===== config.mk =====
export PLATFORM = sky130hd
export DESIGN_NAME = hbridge_gate_seq
export DESIGN_NICKNAME = d
export VERILOG_FILES = /design/src/rtl/hb_pkg.sv /design/src/rtl/hb_in_stage.sv /design/src/rtl/hb_leg.sv /design/src/rtl/hbridge_gate_seq.sv
export SDC_FILE = /design/constraint.sdc
export NUM_CORES = 1
export LEC_CHECK = 0
export BUFFER_PORTS_ARGS = -buffer_cell sky130_fd_sc_hd__buf_4
export CAP_MARGIN = 20
export CELL_PAD_IN_SITES_DETAIL_PLACEMENT = 0
export CELL_PAD_IN_SITES_GLOBAL_PLACEMENT = 1
export CORE_MARGIN = 2
export CORE_UTILIZATION = 42
export DETAILED_ROUTE_END_ITERATION = 6
export PLACE_DENSITY = 0.82
export SYNTH_ARGS = -nofsm -noshare
export SYNTH_HDL_FRONTEND = slang
export SYNTH_HIERARCHICAL = 1
export SYNTH_SLANG_ARGS = --single-unit

===== constraint.sdc =====
create_clock -name clk -period 2 [get_ports clk]
set_input_delay 0.3 -clock clk [delete_from_list [all_inputs] [get_ports clk]]
set_output_delay 0.3 -clock clk [all_outputs]
set_load 0.05 [all_outputs]

===== src/rtl/hb_pkg.sv =====
package hb_pkg;
  typedef struct packed {
    logic hi;
    logic lo;
  } leg_req_t;

  localparam int NUM_LEGS = 2;
  localparam int LEG_POL  = 0;  // S1 high, S2 low
  localparam int LEG_AMP  = 1;  // S3 high, S4 low
endpackage


===== src/rtl/hb_in_stage.sv =====
module hb_in_stage
  import hb_pkg::*;
(
  input  logic                      clk,
  input  logic                      rst,
  input  logic                      pwm_in,
  input  logic                      pwm_n_in,
  input  logic                      pol_in,
  input  logic                      pol_n_in,
  output leg_req_t [NUM_LEGS-1:0]   req_o
);
  logic     pwm_r, pwm_n_r;
  leg_req_t pol_eff;

  always_ff @(posedge clk) begin
    if (rst) begin
      pwm_r   <= 1'b0;
      pwm_n_r <= 1'b0;
      pol_eff <= '0;
    end else begin
      pwm_r   <= pwm_in;
      pwm_n_r <= pwm_n_in;
      // polarity is only taken while the incoming pulse is inactive
      if (!pwm_in) begin
        pol_eff.hi <= pol_in;
        pol_eff.lo <= pol_n_in;
      end
    end
  end

  always_comb begin
    req_o[LEG_POL] = pol_eff;
    // positive half: pulse drives low switch (S4), negative half: high switch (S3)
    req_o[LEG_AMP].hi = pol_eff.hi ? pwm_n_r : pwm_r;
    req_o[LEG_AMP].lo = pol_eff.hi ? pwm_r   : pwm_n_r;
  end


  pol_hold_chk: assert property (@(posedge clk) disable iff (rst)
    !$stable(pol_eff) |-> !pwm_r);
endmodule


===== src/rtl/hb_leg.sv =====
module hb_leg
  import hb_pkg::*;
#(
  parameter int DT_W = 8
) (
  input  logic            clk,
  input  logic            rst,
  input  leg_req_t        req,
  input  logic [DT_W-1:0] dead,
  output logic            gate_hi,
  output logic            gate_lo,
  output logic            forbid
);
  localparam logic [DT_W-1:0] CNT_MAX = {DT_W{1'b1}};

  logic [DT_W-1:0] off_cnt;
  logic            off_ok;
  logic            hi_nxt, lo_nxt;

  always_comb begin
    forbid = req.hi & req.lo;
    off_ok = (off_cnt >= dead);
    hi_nxt = req.hi & ~req.lo & (gate_hi | (~gate_lo & off_ok));
    lo_nxt = req.lo & ~req.hi & (gate_lo | (~gate_hi & off_ok));
  end

  always_ff @(posedge clk) begin
    if (rst) begin
      gate_hi <= 1'b0;
      gate_lo <= 1'b0;
      off_cnt <= '0;
    end else begin
      gate_hi <= hi_nxt;
      gate_lo <= lo_nxt;
      if (gate_hi | gate_lo)
        off_cnt <= '0;
      else if (off_cnt != CNT_MAX)
        off_cnt <= off_cnt + 1'b1;
    end
  end


  shoot_through_chk: assert property (@(posedge clk) disable iff (rst)
    !(gate_hi && gate_lo));

  hi_gap_chk: assert property (@(posedge clk) disable iff (rst)
    $rose(gate_hi) |-> !$past(gate_lo));

  lo_gap_chk: assert property (@(posedge clk) disable iff (rst)
    $rose(gate_lo) |-> !$past(gate_hi));

  forbid_off_chk: assert property (@(posedge clk) disable iff (rst)
    forbid |=> (!gate_hi && !gate_lo));
endmodule


===== src/rtl/hbridge_gate_seq.sv =====
module hbridge_gate_seq
  import hb_pkg::*;
#(
  parameter int DT_W = 8
) (
  input  logic            clk,
  input  logic            rst,
  input  logic            pwm_in,
  input  logic            pwm_n_in,
  input  logic            pol_in,
  input  logic            pol_n_in,
  input  logic [DT_W-1:0] dead_cnt,
  output logic            gate_s1,
  output logic            gate_s2,
  output logic            gate_s3,
  output logic            gate_s4,
  output logic            fault
);
  leg_req_t [NUM_LEGS-1:0] req;
  logic     [NUM_LEGS-1:0] g_hi, g_lo, forbid;

  hb_in_stage u_in (
    .clk      (clk),
    .rst      (rst),
    .pwm_in   (pwm_in),
    .pwm_n_in (pwm_n_in),
    .pol_in   (pol_in),
    .pol_n_in (pol_n_in),
    .req_o    (req)
  );

  for (genvar i = 0; i < NUM_LEGS; i++) begin : g_leg
    hb_leg #(.DT_W(DT_W)) u_leg (
      .clk     (clk),
      .rst     (rst),
      .req     (req[i]),
      .dead    (dead_cnt),
      .gate_hi (g_hi[i]),
      .gate_lo (g_lo[i]),
      .forbid  (forbid[i])
    );
  end

  always_ff @(posedge clk) begin
    if (rst) fault <= 1'b0;
    else     fault <= |forbid;
  end

  assign gate_s1 = g_hi[LEG_POL];
  assign gate_s2 = g_lo[LEG_POL];
  assign gate_s3 = g_hi[LEG_AMP];
  assign gate_s4 = g_lo[LEG_AMP];


  fault_raise_chk: assert property (@(posedge clk) disable iff (rst)
    (|forbid) |=> fault);

  bridge_short_chk: assert property (@(posedge clk) disable iff (rst)
    !(gate_s1 && gate_s2) && !(gate_s3 && gate_s4));
endmodule


Word level (Yosys, flattened, before mapping). Index checks and enable logic that the tools add are counted.

Flip-flop bits (word level): 25. Bits of input ports: 14. Output and inout bits: 5.

Equal/unequal tests: 2. Mux-type cells: 2. Bitwise logic cells: 28. Add/subtract/negate cells: 2. Order comparisons: 2. Reductions and logical operators: 3.

Operators with widths (number): 8-bit by 1-bit adder with 8-bit output, second input constant (2); 8-bit >= comparator (2); 8-bit inequality test, second input constant (2); 1-bit bitwise AND (14); 1-bit NOT (8); 1-bit OR (6); 2-bit OR reduction (3); 1-bit 2-to-1 mux (2).

Depth between registers and ports, before layout. Gate-level depths: netlist of run 1.

Depth after elaboration: 4. Mapped depth: 6.

By module. Netlist of run 1, hierarchy kept.

Modules (own cells, without submodules): hb_leg (instances 2, area each 646.9 sq um, cells an instance 82); hb_in_stage (instances 1, area each 142.6 sq um, cells an instance 12); hbridge_gate_seq (instances 1, area each 30.0 sq um, cells an instance 2).

Worst setup path after synthesis of run 1. No wires, ideal clock.

Path type: register to register. Start: register g_leg[1].u_leg.off_cnt[2]. End: register g_leg[1].u_leg.gate_hi. Required time: 1930 ps. Library setup time: 70 ps. Slack: 556 ps. Buffers on the path: 0. Arrival time: 1374 ps. Stages on the path, launching flop included: 6. Cells stage by stage: dfxtp_1 ha_1 o21a_1 nor2_1 or4_1 a21oi_1.

Longest elaborated chain between the ends: 4.

RTL lines: from (decl) (line hb_leg.sv:16) `logic [DT_W-1:0] off_cnt;`; from (signal assigned) (line hb_leg.sv:38) `off_cnt <= off_cnt + 1'b1;`; 8-bit >= comparator (line hb_leg.sv:22) `off_ok = (off_cnt >= dead);`; 1-bit bitwise AND (line hb_leg.sv:23) `hi_nxt = req.hi & ~req.lo & (gate_hi | (~gate_lo & off_ok));`; 1-bit OR (line hb_leg.sv:23); 1-bit bitwise AND (line hb_leg.sv:23); to (signal assigned) (line hb_leg.sv:33) `gate_hi <= hi_nxt;`; to (decl) (line hb_leg.sv:10) `output logic gate_hi,`.

Every way passes these cells. A chain may end at the register's enable or synchronous reset.

Final worst setup path of run 1.
Start: register g_leg[1].u_leg.off_cnt[0]. End: register g_leg[1].u_leg.gate_hi.

The elaborated chain is that of the path after synthesis.

==> results of run 1 <==
==> worst max-delay path: stages (launching register included) <==
cell,delay [ns]
dfxtp_1,0.41
inv_1,0.09
ha_1,0.26
nand2b_1,0.14
a2111oi_0,0.47
or4_1,0.22
a21oi_1,0.07
==> cells in the final DEF (no fill, tap or decap) <==
cell,count
nand3_1,4
clkbuf_4,3
o21bai_1,2
nor2_1,30
and2_1,2
buf_4,18
o21a_1,2
a2111oi_0,2
ha_1,18
dfxtp_1,25
mux2_2,2
nand3_2,2
nor3_1,4
and3b_1,2
nand4_1,2
a31oi_1,2
or4_1,2
mux2i_1,4
a21oi_1,10
clkinv_2,1
nand2b_1,6
inv_1,18
o21ai_0,8
o211ai_1,2
xor2_1,4
nand2_1,12
nor2b_1,2
o2111ai_1,4
or3_1,2
o21ba_1,1
xnor2_1,2
==> kinds of logic (layout without fill, tap and decap cells) <==
group / Yosys count / in the layout
compound gates: 33 / 33
flops: 25 / 25
mux: 6 / 6
fa+ha+maj: 18 / 18
xor+xnor: 6 / 6
buf+inv: 20 / 40
simple gates: 70 / 70
==> routing by layer <==
metal  wire (um)  vias up
met4          18        0
met1        1457      561
li1            -      655
met3         133        2
met2        1216       23
met5           0        -
==> per-stage QoR <==
stage,utilization (%),hold WS [ns],instances,total power [mW]
floorplan,-,0.3716,178,0.6167
global placement,49.42,0.4916,240,0.6599
detailed placement,49.42,0.4896,240,0.6627
CTS,50.24,0.1826,244,0.8984
global route,50.24,0.1846,244,0.9469
finish,50.24,0.2026,244,0.8804
==> where the power goes <==
part	switching, mW	internal [mW]
registers	0.0186	0.514
logic	0.0578	0.0602
clock network	0.155	0.0748
total	0.231	0.649
==> how the worst min path moves through the flow <==
stage                                         to  slack [ns]  depth (start not counted)
after floorplan                     u_in/pwm_n_r        0.37                          1
after global placement    g_leg[0].u_leg/gate_lo        0.49                          2
final                                 u_in/pwm_r        0.20                          2
after CTS                             u_in/pwm_r        0.18                          2
after detailed placement  g_leg[0].u_leg/gate_lo        0.49                          2
after global routing                u_in/pwm_n_r        0.18                          2
==> flip-flops by register name, indices dropped and copies added (netlist names) <==
signal	cells
g_leg.u_leg/gate_hi	2
g_leg.u_leg/gate_lo	2
u_in/pwm_n_r	1
u_in/pwm_r	1
u_in/req_o	2
g_leg.u_leg/off_cnt	16
fault	1
==> layout make-up <==
cell class	count	share of cell area, %
clock inverters	1	0.2985
flip-flops and latches	25	29.85
clock buffers	3	1.343
multi-input cells	133	52.99
repair buffers	18	8.060
well taps	46	3.433
inverters	18	4.030
==> results by group, run 1 <==
Outcome
  • Status: complete, no violations

Cells and area
  • Area Growth Syn to Fin: 14.33%
  • Final layout net count: 231
  • Area used by multi-input combinational logic: between 800 and 900 um^2
  • Share of final-layout standard cells stronger than drive strength 1: between 10% and 20%
  • Sequential cell area in the final layout: 500.5 um^2
  • Non-Filler Cell Area, Final: 1677 um^2
  • Filler Cell Count: 333
  • Antenna cell count: 0

Synthesis
  • Most repeated cell in the gate-level netlist after synthesis: nor2_1
  • Share of synthesized area spent on multiplexers: 4.266%
  • Post-Synth XOR/XNOR Area: 3.584%
  • Share of flip-flops with an asynchronous set or reset: 0%
  • Number of different library cells in the post-synthesis netlist: 29
  • Synth top area cells: dfxtp_1, ha_1, nor2_1
  • Fraction of synthesized cell area taken by the top area cell type: between 30% and 40%
  • EDFF count, synth: 0
  • Synth Instances: 178
  • Share of the yosys chip area belonging to registers: approximately 34%
  • Synth Cell Area: 1466 um^2
  • Synth warnings: 6
  • Library cell with the largest summed area after synthesis: dfxtp_1
  • Main flop type after synthesis: dfxtp_1
  • Synthesized netlist net count: 210
  • Commonest cells in the synthesized netlist: nor2_1, dfxtp_1, ha_1, inv_1, nand2_1
  • Arithmetic-cell share of the synthesized area counting full adders, half adders and majority gates: 15.36%
  • Synthesized area divided by synthesized cell count: 8.238 um^2
  • Synthesis-stage register bit count: 25
  • Post-synthesis share of cell area spent on and, or, nand and nor gates: between 20% and 30%
  • Main combinational cell family by area after synthesis: simple AND/OR/NAND/NOR gates
  • Synthesized-area fraction occupied by ao, oa, aoi and oai cells: roughly 14%

Setup path
  • Crit path capture: g_leg[1].u_leg/gate_hi
  • Worst reg2reg path endpoint: g_leg[1].u_leg/gate_hi
  • Crit start category: flip-flop
  • Required time at the worst-slack endpoint: roughly 2.2 ns
  • CP arrival: approximately 2.0 ns
  • Top fanout value on the critical path: 4
  • Critical path endpoint category: flip-flop
  • Start point of the critical path: g_leg[1].u_leg/off_cnt[0]
  • Worst setup path class: flip-flop to flip-flop
  • Path depth of the worst reg2reg path: 6
  • Launching point of the worst reg2reg path: g_leg[1].u_leg/off_cnt[0]
  • Slack of the worst reg-to-reg path: 0.25 ns

Job
  • Max-cap violation count: 0

Timing
  • Worst relative slew slack: 69.51%
  • Max Clock Skew: 0.001938 ns
  • Final number of setup-violating endpoints: 0
  • Worst Tran Pin Value: 0.4459 ns
  • Final WS setup: 0.2530 ns
  • Highest achievable clock rate: about 570 MHz
  • Aggregate negative setup slack: 0 ns
  • Number of hold violations in the final report: 0
  • Fin. max-slew vios: 0
  • Time the final worst path needs with I/O delays and setup: 1.747 ns
  • Unrepaired setup endpoints after global routing: false
  • Final worst-path cycle share: 87.35%

Power and ir drop
  • Pleak: 0.7391 nW
  • Power per cell area: around 530 nW/um^2
  • Worst ir drop on vdd: 189.2 uV

Floorplan
  • Core outline area: 3337 um^2
  • Die W: roughly 63 um
  • Die ar.: 3980 um^2
  • Initial Utilization: 43.94%
  • DIE HEIGHT: around 63 um
  • IO Pins: 19
  • Number of standard-cell rows in the floorplan: 21

Place
  • Minimum setup slack after placement: between 0.2 and 0.3 ns
  • Placed wire-length estimate: 2283 um
  • Count of port buffers added during placement: 18
  • Placed cell areas: 1649 um^2
  • Final RePlAce weighted congestion: 0.7361

Drt
  • Total via count in the routed design: 1241
  • Via/cell ratio: 5.086
  • Routed wire length: roughly 2800 um
  • Starting DRT DRC Count: 81
  • First-pass iteration count of the detailed router: 4
  • Routed wire per std cell: 11.57 um
  • Post-DRT Antenna Nets: 0
  • DRC errors left: 0

Clock tree
  • Later-pin clock latency in the skew report: ~0.32 ns
  • Clock tree from TritonCTS: built
  • Maximum number of buffers from clock root to sink: 2
  • Root buffer cell: clkbuf_4
  • Number of buffers added for setup after CTS: 0
  • Clock-pin transition on the worst setup and hold timing paths: around 0.14 ns
  • Sink Count: 25
  • CTS H-Tree Depth: 1
  • Total CTS buffers: 3
  • Number of buffers added to fix hold violations after cts: 0
  • Resized cells post-CTS: 0

Hold path
  • Worst min-delay path startpoint: rst
  • Worst hold-check path type: input pin to flip-flop

Global routing
  • Largest net degree at the start of global routing: 15
  • Number of global-route vias before repair: approximately 1200
  • Met1 usage: 21.31%
  • Global routing usage summed across all routing layers: 15.77%
  • GR met2 Demand/Resource: 23.94%
  • Remaining Overflow, GRT: 0
  • Antenna violations before repair: 0
  • Met3 Resource Use GR: 4.286%
  • Wire length of the first global-routing pass: approximately 5000 um
  • Layer carrying the most global-route usage: met2
No activity file was read; power rests on OpenSTA's default activity.
==> run 2, diff against run 1 <==
- CORE_UTILIZATION: 42 -> 44
- CTS_BUF_LIST: default -> sky130_fd_sc_hd__clkbuf_8
- PLACE_DENSITY: 0.82 -> 0.85
==> run 2 against run 1 <==
Effect of this change:
- critical path depth stayed put
- cell area is 1.1% higher
- setup slack better by 0.010 ns
- worst hold slack better by 0.054 ns
- sequential cell count stayed put
- first-iteration DRC count is 25% lower
- core utilization is 4.4 points higher
- register-to-register slack hardly changed
- non-clock buffer count stayed put
- count of clock-buffer cells in the layout stayed put
- global-route usage is 2.2 points higher
- via count is 3.5% higher
==> results by group, run 2 (same netlist as run 1, synthesis figures left out) <==
Drt
  • DRC errors left: 0 (unchanged)
  • Total via count in the routed design: 1285 (was 1241)
  • Via/cell ratio: 5.310 (was 5.086)
  • Starting DRT DRC Count: 61 (was 81)
  • Routed wire per std cell: 12.36 um (was 11.57 um)
  • Routed wire length: 2991 um (was 2824 um)
  • First-pass iteration count of the detailed router: 4 (unchanged)
  • Post-DRT Antenna Nets: 0 (unchanged)

Floorplan
  • Die ar.: 3811 um^2 (was 3980 um^2)
  • Core outline area: 3103 um^2 (was 3337 um^2)
  • Initial Utilization: 47.26% (was 43.94%)
  • Die W: 61.73 um (was 63.09 um)
  • IO Pins: 19 (unchanged)
  • DIE HEIGHT: 61.73 um (was 63.09 um)
  • Number of standard-cell rows in the floorplan: 20 (was 21)

Clock tree
  • Sink Count: 25 (unchanged)
  • Clock-pin transition on the worst setup and hold timing paths: 0.09 ns (was 0.14 ns)
  • Maximum number of buffers from clock root to sink: 2 (unchanged)
  • CTS H-Tree Depth: 1 (unchanged)
  • Resized cells post-CTS: 0 (unchanged)
  • Clock tree from TritonCTS: built (unchanged)
  • Later-pin clock latency in the skew report: 0.27 ns (was 0.32 ns)
  • Root buffer cell: clkbuf_8 (was clkbuf_4)
  • Number of buffers added to fix hold violations after cts: 0 (unchanged)
  • Number of buffers added for setup after CTS: 0 (unchanged)
  • Total CTS buffers: 3 (unchanged)

Cells and area
  • Antenna cell count: 0 (unchanged)
  • Most frequent cells in the layout: nor2_1, dfxtp_1, inv_1, ha_1, buf_4 (unchanged)
  • Number of flip-flops under the largest register name: 16 (unchanged)
  • Non-Filler Cell Area, Final: 1695 um^2 (was 1677 um^2)
  • Final cell count without fillers: 242 (was 244)
  • Largest Register: g_leg.u_leg/off_cnt (unchanged)
  • Area Growth Syn to Fin: 15.61% (was 14.33%)
  • Final layout net count: 231 (unchanged)
  • Most common cell after layout, fill and taps aside: nor2_1 (unchanged)
  • Share of final-layout standard cells stronger than drive strength 1: 13.13% (unchanged)

Power and ir drop
  • Power per cell area: 567.7 nW/um^2 (was 525.1 nW/um^2)
  • Design Power: 962.4 uW (was 880.4 uW)
  • Pleak: 0.7431 nW (was 0.7391 nW)
  • Worst ir drop on vdd: 378.2 uV (was 189.2 uV)

Global routing
  • Largest net degree at the start of global routing: 16 (was 15)
  • Global routing usage summed across all routing layers: 17.99% (was 15.77%)
  • Remaining Overflow, GRT: 0 (unchanged)
  • Antenna violations before repair: 0 (unchanged)
  • Wire length of the first global-routing pass: 5250 um (was 5043 um)
  • Number of global-route vias before repair: 1235 (was 1176)

Timing
  • Final number of setup-violating endpoints: 0 (unchanged)
  • Worst relative slew slack: 69.08% (was 69.51%)
  • Number of hold violations in the final report: 0 (unchanged)
  • Max Clock Skew: 0.005410 ns (was 0.001938 ns)
  • Final worst-path cycle share: 86.85% (was 87.35%)
  • Aggregate negative setup slack: 0 ns (unchanged)
  • Fin. max-slew vios: 0 (unchanged)
  • Unrepaired setup endpoints after global routing: false (unchanged)
  • Time the final worst path needs with I/O delays and setup: 1.737 ns (was 1.747 ns)
  • Worst Tran Pin Value: 0.4521 ns (was 0.4459 ns)
  • Highest achievable clock rate: 575.7 MHz (was 572.4 MHz)

Setup path
  • Top fanout value on the critical path: 4 (unchanged)
  • Crit start category: flip-flop (unchanged)
  • Critical path endpoint category: flip-flop (unchanged)
  • Worst setup path class: flip-flop to flip-flop (unchanged)
  • Required time at the worst-slack endpoint: 2.17 ns (was 2.23 ns)
  • CP arrival: 1.91 ns (was 1.97 ns)

Place
  • Count of port buffers added during placement: 18 (unchanged)
  • Placed wire-length estimate: 2426 um (was 2283 um)
  • Placed cell areas: 1647 um^2 (was 1649 um^2)
  • Placed Instances: 238 (was 240)
  • Final RePlAce weighted congestion: 0.8165 (was 0.7361)

Outcome
  • Status: complete, no violations (unchanged)

Job
  • Max-cap violation count: 0 (unchanged)

Hold path
  • Worst hold-check path type: input pin to flip-flop (unchanged)
==> run 2: cell types whose count changed in the layout (fill, tap and decap cells not counted), sizes merged <==
cell	delta
clkinvlp	+1
clkinv	-1
==> run 2: area by class of cell <==
class / count / area, um^2
Sequential cell: 25 / 500.5
Multi-Input combinational cell: 133 / 888.4
Fill cell: 322 / 1408
Timing Repair Buffer: 18 / 135.1
Inverter: 18 / 67.56
Clock inverter: 1 / 7.507
Tap cell: 44 / 55.05
Clock buffer: 3 / 41.29
==> run 2: report_power, final <==
group / internal, mW / switching [mW]
clock: 0.141 / 0.166
sequential: 0.514 / 0.0190
combinational: 0.0609 / 0.0614
total: 0.716 / 0.247
==> run 2: layer usage <==
metal	vias up	global-route usage, %	wire, um	share of wire [%]
li1	657	-	-	-
met1	595	23.98	1449	48
met2	31	29.92	1353	45
met3	2	3.106	167	5.6
met4	0	5.167	21	0.70
met5	-	0	0	0
==> run 2: worst paths after layout <==
kind,start,to,slack [ns],depth (start not counted)
worst max-delay path,g_leg[1].u_leg/off_cnt[0],g_leg[1].u_leg/gate_lo,0.26,6
worst min-delay path,rst,u_in/pwm_r,0.26,2
worst max register to register,g_leg[1].u_leg/off_cnt[0],g_leg[1].u_leg/gate_lo,0.26,6
worst min register to register,u_in/req_o[0],g_leg[0].u_leg/gate_lo,0.51,2
==> run 2: through the flow <==
| step | hold WS (ns) | util (%) | setup WS, ns |
|---|---|---|---|
| global route | 0.2565 | 54.64 | 0.1177 |
| global placement | 0.4941 | 53.06 | 0.3341 |
| detailed placement | 0.5000 | 53.06 | 0.3060 |
| floorplan | 0.3716 | - | 0.5558 |
| CTS | 0.2480 | 54.64 | 0.2861 |
| finish | 0.2570 | 54.64 | 0.2629 |
==> run 2: worst max-delay path, cell delays in order (launching register included) <==
cell and delay (ns):
dfxtp_1 0.39, inv_1 0.09, ha_1 0.27, nand2b_1 0.15
a2111oi_0 0.48, or4_1 0.21, a21oi_1 0.06
